--- src/rtl/acc_alu_pkg.sv ---
package acc_alu_pkg;

    localparam int unsigned FLAG_W = 8;

    // Flag byte bit positions
    localparam int unsigned FLG_S  = 7;
    localparam int unsigned FLG_Z  = 6;
    localparam int unsigned FLG_X5 = 5;
    localparam int unsigned FLG_H  = 4;
    localparam int unsigned FLG_X3 = 3;
    localparam int unsigned FLG_PV = 2;
    localparam int unsigned FLG_N  = 1;
    localparam int unsigned FLG_C  = 0;

    typedef enum logic [1:0] {
        OP_SUB = 2'b00,
        OP_SBC = 2'b01,
        OP_AND = 2'b10,
        OP_OR  = 2'b11
    } alu_op_e;

endpackage

--- src/rtl/acc_alu_subtract.sv ---
module acc_alu_subtract #(
    parameter int unsigned DATA_W = 8
) (
    input  logic [DATA_W-1:0] minuend,
    input  logic [DATA_W-1:0] subtrahend,
    input  logic              borrow_in,
    output logic [DATA_W-1:0] diff,
    output logic              half_borrow,
    output logic              full_borrow,
    output logic              overflow
);
    localparam int unsigned LOW_W = DATA_W / 2;

    logic [LOW_W:0]  low_d;
    logic [DATA_W:0] full_d;

    always_comb begin
        low_d  = {1'b0, minuend[LOW_W-1:0]} - {1'b0, subtrahend[LOW_W-1:0]}
                 - {{LOW_W{1'b0}}, borrow_in};
        full_d = {1'b0, minuend} - {1'b0, subtrahend}
                 - {{DATA_W{1'b0}}, borrow_in};
        diff        = full_d[DATA_W-1:0];
        half_borrow = low_d[LOW_W];
        full_borrow = full_d[DATA_W];
        overflow    = (minuend[DATA_W-1] != subtrahend[DATA_W-1]) &&
                      (full_d[DATA_W-1] != minuend[DATA_W-1]);
    end
endmodule

--- src/rtl/acc_alu_logic.sv ---
module acc_alu_logic #(
    parameter int unsigned DATA_W = 8
) (
    input  logic [DATA_W-1:0] lhs,
    input  logic [DATA_W-1:0] rhs,
    input  logic              sel_or,
    output logic [DATA_W-1:0] res,
    output logic              even_par
);
    for (genvar i = 0; i < DATA_W; i++) begin : g_bit
        assign res[i] = sel_or ? (lhs[i] | rhs[i]) : (lhs[i] & rhs[i]);
    end

    assign even_par = ~(^res);
endmodule

--- src/rtl/acc_alu_flags.sv ---
module acc_alu_flags
    import acc_alu_pkg::*;
#(
    parameter int unsigned DATA_W = 8
) (
    input  alu_op_e           op,
    input  logic [DATA_W-1:0] res,
    input  logic              half_borrow,
    input  logic              full_borrow,
    input  logic              overflow,
    input  logic              even_par,
    output logic [FLAG_W-1:0] flags
);
    logic is_logic;

    always_comb begin
        is_logic       = (op == OP_AND) || (op == OP_OR);
        flags          = '0;
        flags[FLG_S]   = res[DATA_W-1];
        flags[FLG_Z]   = (res == '0);
        flags[FLG_X5]  = 1'b0;
        flags[FLG_X3]  = 1'b0;
        if (is_logic) begin
            flags[FLG_H]  = (op == OP_AND);
            flags[FLG_PV] = even_par;
            flags[FLG_N]  = 1'b0;
            flags[FLG_C]  = 1'b0;
        end else begin
            flags[FLG_H]  = half_borrow;
            flags[FLG_PV] = overflow;
            flags[FLG_N]  = 1'b1;
            flags[FLG_C]  = full_borrow;
        end
    end
endmodule

--- src/rtl/acc_alu_core.sv ---
module acc_alu_core
    import acc_alu_pkg::*;
#(
    parameter int unsigned DATA_W = 8
) (
    input  logic              clk,
    input  logic              rst,
    input  logic              en,
    input  logic [1:0]        op,
    input  logic [DATA_W-1:0] acc_in,
    input  logic [DATA_W-1:0] opnd,
    input  logic              carry_in,
    output logic [DATA_W-1:0] acc_out,
    output logic [FLAG_W-1:0] flags_out
);
    typedef struct packed {
        logic [DATA_W-1:0] acc;
        logic [FLAG_W-1:0] flg;
    } state_t;

    state_t state_d, state_q;
    alu_op_e op_sel;

    logic [DATA_W-1:0] sub_res, log_res, res_mux;
    logic              sub_hb, sub_fb, sub_ov, log_even, borrow_eff;
    logic [FLAG_W-1:0] flg_new;

    assign op_sel     = alu_op_e'(op);
    assign borrow_eff = (op_sel == OP_SBC) ? carry_in : 1'b0;

    acc_alu_subtract #(.DATA_W(DATA_W)) i_sub (
        .minuend     (acc_in),
        .subtrahend  (opnd),
        .borrow_in   (borrow_eff),
        .diff        (sub_res),
        .half_borrow (sub_hb),
        .full_borrow (sub_fb),
        .overflow    (sub_ov)
    );

    acc_alu_logic #(.DATA_W(DATA_W)) i_logic (
        .lhs      (acc_in),
        .rhs      (opnd),
        .sel_or   (op_sel == OP_OR),
        .res      (log_res),
        .even_par (log_even)
    );

    assign res_mux = op[1] ? log_res : sub_res;

    acc_alu_flags #(.DATA_W(DATA_W)) i_flags (
        .op          (op_sel),
        .res         (res_mux),
        .half_borrow (sub_hb),
        .full_borrow (sub_fb),
        .overflow    (sub_ov),
        .even_par    (log_even),
        .flags       (flg_new)
    );

    always_comb begin
        state_d = state_q;
        if (en) begin
            state_d.acc = res_mux;
            state_d.flg = flg_new;
        end
    end

    always_ff @(posedge clk) begin
        if (rst) state_q <= '0;
        else     state_q <= state_d;
    end

    assign acc_out   = state_q.acc;
    assign flags_out = state_q.flg;
endmodule

--- config.mk ---
export PLATFORM = sky130hd
export DESIGN_NAME = acc_alu_core
export DESIGN_NICKNAME = d
export VERILOG_FILES = /design/src/rtl/acc_alu_pkg.sv /design/src/rtl/acc_alu_subtract.sv /design/src/rtl/acc_alu_logic.sv /design/src/rtl/acc_alu_flags.sv /design/src/rtl/acc_alu_core.sv
export SDC_FILE = /design/constraint.sdc
export NUM_CORES = 1
export LEC_CHECK = 0
export BUFFER_PORTS_ARGS = -buffer_cell sky130_fd_sc_hd__buf_2
export CORE_MARGIN = 5
export CORE_UTILIZATION = 26
export DETAILED_ROUTE_END_ITERATION = 8
export GPL_ROUTABILITY_DRIVEN = 0
export HOLD_SLACK_MARGIN = 0.05
export PLACE_DENSITY = 0.45
export SYNTH_ARGS = -nofsm -noshare
export SYNTH_HDL_FRONTEND = slang
export SYNTH_HIERARCHICAL = 1
export SYNTH_SLANG_ARGS = --single-unit
export TNS_END_PERCENT = 100
--- constraint.sdc ---
create_clock -name clk -period 3.1 [get_ports clk]
set_clock_uncertainty 0.15 [all_clocks]
set_input_delay 0.62 -clock clk [delete_from_list [all_inputs] [get_ports clk]]
set_output_delay 0.62 -clock clk [all_outputs]
set_load 0.1 [all_outputs]
# == Word level (Yosys, flattened, before mapping) ==
# Cells that the tools add are included.
# word_totals
reg_bits,14
latch_bits,0
mem_bits_rw,0
rom_bits,0
output_inout_bits,16
word_cells,44
mem_count,0
# classes
n_addsub,4
multipliers,0
n_div,0
n_lt_le_gt_ge,0
n_eq_ne,5
shift,0
muxes,12
n_bitwise,17
n_reduce_logical,4
# op_table
op,n
$mux 1,10
$sub 8x8->9,1
$sub 9x1->9,1
$and 1x1->1,8
$logic_not 8->1,1
$mux 8,1
$or 1x1->1,8
$reduce_xor 8->1,1
$sub 4x4->5,1
$sub 5x1->5,1
$eq 2x2->1 const B,2
$mux 3,1
$eq 2x1->1 const B,1
$ne 1x1->1,2
$logic_and 1x1->1,1
$logic_or 1x1->1,1
$not 1->1,1

# == Depth between registers and ports, before layout ==
# depth
word_depth,6
depth_mapped,15
ltp_nobuf,15

# == Cells and area by module ==
# The synthesis kept the hierarchy.
# by_module_without_submodules
module,n_inst,cells_per_inst,area_each_um2
acc_alu_core,1,64,742.0
acc_alu_subtract,1,85,610.6
acc_alu_logic,1,30,226.5
acc_alu_flags,1,12,77.6

# == Least setup slack after synthesis ==
# No wires, ideal clock.
# synth_path
kind,input to register
start,in op[1]
end,reg state_q (netlist bit flags_out[6])
setup_ps,67
arrival_time_ps,3182
required_ps,2883
slack_ps,-299
cell_stages,15
path_buffers,1
cell_sequence,buf_6 nor2_1 inv_1 fa_1 inv_1 ha_1 o211ai_2 o211ai_1 a21oi_1 xnor2_1 mux2_4 or4_1 nor2_1 mux2i_1 nor2_1
# synth_between
elab_chain_len,5
word_cells_on_any_way,14
classes_between,add/sub: 1; eq/ne: 2; mux: 10; reduce/logical: 1
# synth_lines
element,line,source
from (decl),acc_alu_core.sv:9,"input logic [1:0] op,"
$eq 2x1->1,acc_alu_core.sv:29,assign borrow_eff = (op_sel == OP_SBC) ? carry_in : 1'b0;
$mux 1,acc_alu_core.sv:29,
via borrow_eff,acc_alu_core.sv:25,"logic sub_hb, sub_fb, sub_ov, log_even, borrow_eff;"
$sub 9x1->9,acc_alu_subtract.sv:21,"- {{DATA_W{1'b0}}, borrow_in};"
via sub_res[5],acc_alu_core.sv:24,"logic [DATA_W-1:0] sub_res, log_res, res_mux;"
$mux 8,acc_alu_core.sv:49,assign res_mux = op[1] ? log_res : sub_res;
via res_mux[5],acc_alu_core.sv:24,
$logic_not 8->1,acc_alu_flags.sv:20,flags[FLG_Z] = (res == '0);
via flg_new[6],acc_alu_core.sv:26,logic [FLAG_W-1:0] flg_new;
to (signal assigned),acc_alu_core.sv:71,else state_q <= state_d;
to (decl),acc_alu_core.sv:21,"state_t state_d, state_q;"
# The timed path passes the listed nets, and every way through them passes these cells.
# A chain may end at the register's enable or synchronous reset.

# == Final worst setup path ==
# Same ends and word-level chain as after synthesis.

==> results.py <==
metrics = {
    "status": {
        "status": "completed",
    },
    "clock_network": {
        "clk_latency_ns": 0.24,
        "hold_buffers": 0,
        "htreeDepth": 1,
        "path_clk_slew_ns": 0.06,
        "cts_buffer_depth": 2,
        "clkSinkCount": 16,
        "cts-buffers-inserted": 3,
        "cts_tree": "done",
        "ctsRootBufferMaster": "clkbuf_8",
    },
    "job": {
        "cap_violations": 0,
    },
    "routing": {
        "wl_um": 3800,
        "firstDrtPassIters": 4,
        "drt_iter0_markers": 39,
        "vias": 1418,
        "drc_errors": 0,
        "avgRoutedWirePerCell_um": 11.4,
        "antenna_left": 0,
        "via_per_inst": 4.27,
    },
    "global_routing": {
        "grt_pass1_wl_um": 6620,
        "grt_pass1_vias": 1447,
        "grt_start_max_net_pins": 18,
        "gr-total-overflow": 0,
        "grt_usage_pct": 9.65,
        "antenna_found_initial": 0,
    },
    "power": {
        "leakage_uw": 0.00112,
        "power_uw": 942,
        "power_density_mw_per_mm2": 421,
        "ir_worst_vdd_mv": 0.319,
    },
    "floorplan": {
        "start_util_pct": 26.4,
        "die_area_mm2": 0.00807,
        "core_area_mm2": 0.00628,
        "fp-row-count": 29,
        "ios": 38,
        "die_x_um": 89.8,
        "die_y_um": 89.8,
    },
    "placement": {
        "port_buffers": 37,
        "dpl.hpwl_um": 3250,
        "dpl.cell_count": 326,
    },
    "sta": {
        "clock.fmax_ghz": 0.326,
        "finalHoldViolCount": 0,
        "setup_viol": 0,
        "layout_min_cycle_time_ns": 3.07,
        "drv_slew": 0,
        "timing.final.crit_share_pct": 99.0,
        "rsz0062_at_grt": "true",
    },
    "layout": {
        "n_fill_cell": 677,
        "final_nets": 295,
        "final_common_cell": "buf_2",
        "layout_common_cells": "buf_2, buf_4, inv_1",
        "instances_no_fill": 332,
        "n_antenna_cell": 0,
        "post-route-util_pct": 35.6,
        "area_delta_synth_final_pct": 34.9,
        "layout-drive-gt1-share_pct": 42.0,
    },
    "synth": {
        "synth_seq_area_share_pct": 19.3,
        "synth_area_mm2": 0.00166,
        "yosysUniqueCellTypes": 42,
        "synth-edff-count": 0,
        "synthCells": 191,
        "avgSynthCellArea_um2": 8.67,
        "yosys_most_used_dff": "dfxtp_1",
        "ys_seq_elements": 16,
        "async_flop_share_pct": 0,
        "ys.warnings.count": 6,
    },
    "worst_setup_path": {
        "endpoint": "flags_out[6]",
        "crit_arrival_ns": 3.10,
        "startpoint": "op[1]",
        "reg2reg_depth": 2,
        "end_kind": "flip-flop",
        "worstSetupPathType": "in2reg",
        "cp_max_fo": 2,
        "ff2ff_setup_slack_ns": 2.26,
        "start_kind": "input pin",
        "required_ns": 3.13,
        "r2r_end": "acc_out[2]",
        "r2r-start": "acc_out[2]",
    },
    "worst_hold_path": {
        "hold_start": "flags_out[5]",
        "hp-class": "reg2reg",
        "hold_depth": 2,
    },
}
layout make-up:
class | count | area [um2] | share of cell area, %
multi-input combinational | 139 | 1210 | 54.3
timing repair buffer | 69 | 459 | 20.5
sequential | 16 | 320 | 14.3
inverter | 28 | 105 | 4.70
tap | 77 | 96.3 | 4.31
clock buffer | 3 | 41.3 | 1.85
through the flow:
stage,worst slack (ns),hold WS (ns),TNS [ns],area (um2)
after floorplan,-0.208,0.671,-0.208,1680
after global placement,-0.332,0.317,-0.581,2100
after detailed placement,-0.334,0.326,-0.571,2100
after CTS,-0.00130,0.341,-0.00130,2190
after global routing,-0.118,0.375,-0.211,2230
final,0.0301,0.334,0,2230
worst max-delay path, cell delays in order:
cell,delay [ns]
buf_8,0.10
nor2_4,0.09
inv_2,0.04
fa_1,0.49
inv_1,0.05
ha_2,0.17
o211ai_2,0.17
buf_4,0.14
o2111ai_4,0.10
nand2_1,0.11
xnor2_1,0.08
mux2_4,0.28
or4_1,0.39
nor2_1,0.11
mux2i_1,0.07
nor2_1,0.09
what timing repair did:
| item | CTS | global route |
|---|---|---|
| gates resized for setup | 7 | 9 |
| endpoints found under the setup margin | 1 | 2 |
| pin swaps | 11 | 1 |
| buffers inserted | 3 | 0 |
| endpoints found under the hold margin | 0 | 0 |
power by group:
| part | switching [uW] | internal (uW) |
|---|---|---|
| registers | 8.16 | 224 |
| logic | 319 | 243 |
| clock network | 61.8 | 85.8 |
cells in the mapped netlist, types with 2 or more instances:
| library cell | instances | area [um2] |
|---|---|---|
| mux2_4 | 8 | 120 |
| a21oi_2 | 2 | 17.5 |
| nor3_1 | 2 | 10.0 |
| nor2_1 | 21 | 78.8 |
| buf_4 | 3 | 22.5 |
| inv_1 | 27 | 101 |
| o211ai_1 | 3 | 22.5 |
| o21ai_0 | 2 | 10.0 |
| o21ai_1 | 2 | 10.0 |
| o21a_1 | 8 | 60.1 |
| mux2i_1 | 11 | 110 |
| xnor2_1 | 11 | 96.3 |
| xor2_1 | 4 | 35.0 |
| a21oi_1 | 5 | 25.0 |
| ha_1 | 14 | 175 |
| buf_2 | 2 | 10.0 |
| or4_1 | 2 | 15.0 |
| nand2_1 | 12 | 45.0 |
| buf_6 | 3 | 33.8 |
| dfxtp_1 | 16 | 320 |
| fa_1 | 2 | 40.0 |
| o21ba_2 | 8 | 80.1 |
| maj3_2 | 4 | 45.0 |
state kept, by name (all words and copies together), names as in the netlist:
signal / count
acc_out: 8
flags_out: 8
metal layers:
layer | wire, um | up-vias | global-route usage, % | part of all wire, %
met1 | 1650 | 636 | 11.0 | 43
li1 | - | 761 | - | -
met2 | 2010 | 19 | 18.3 | 53
met4 | 23 | 0 | 2.64 | 0.61
met5 | 0 | - | 0 | 0
met3 | 122 | 2 | 1.50 | 3.2
worst min path at each step:
stage | end | slack, ns
3_5_place_dp | flags_out[3] | 0.33
5_1_grt | flags_out[5] | 0.38
6_report | flags_out[5] | 0.33
4_1_cts | flags_out[3] | 0.34
2_1_floorplan | flags_out[1] | 0.67
3_3_place_gp | flags_out[5] | 0.32
cell families after synthesis:
kind of cell / Yosys count / synth area share (%)
flops: 16 / 19.3
xor+xnor: 16 / 9.29
mux: 20 / 14.6
buf+inv: 37 / 10.6
other cells: 1 / 0.226
fa+ha+maj: 21 / 16.3
simple gates: 44 / 12.2
compound gates: 36 / 17.5
(Power assumes the default switching activity.)
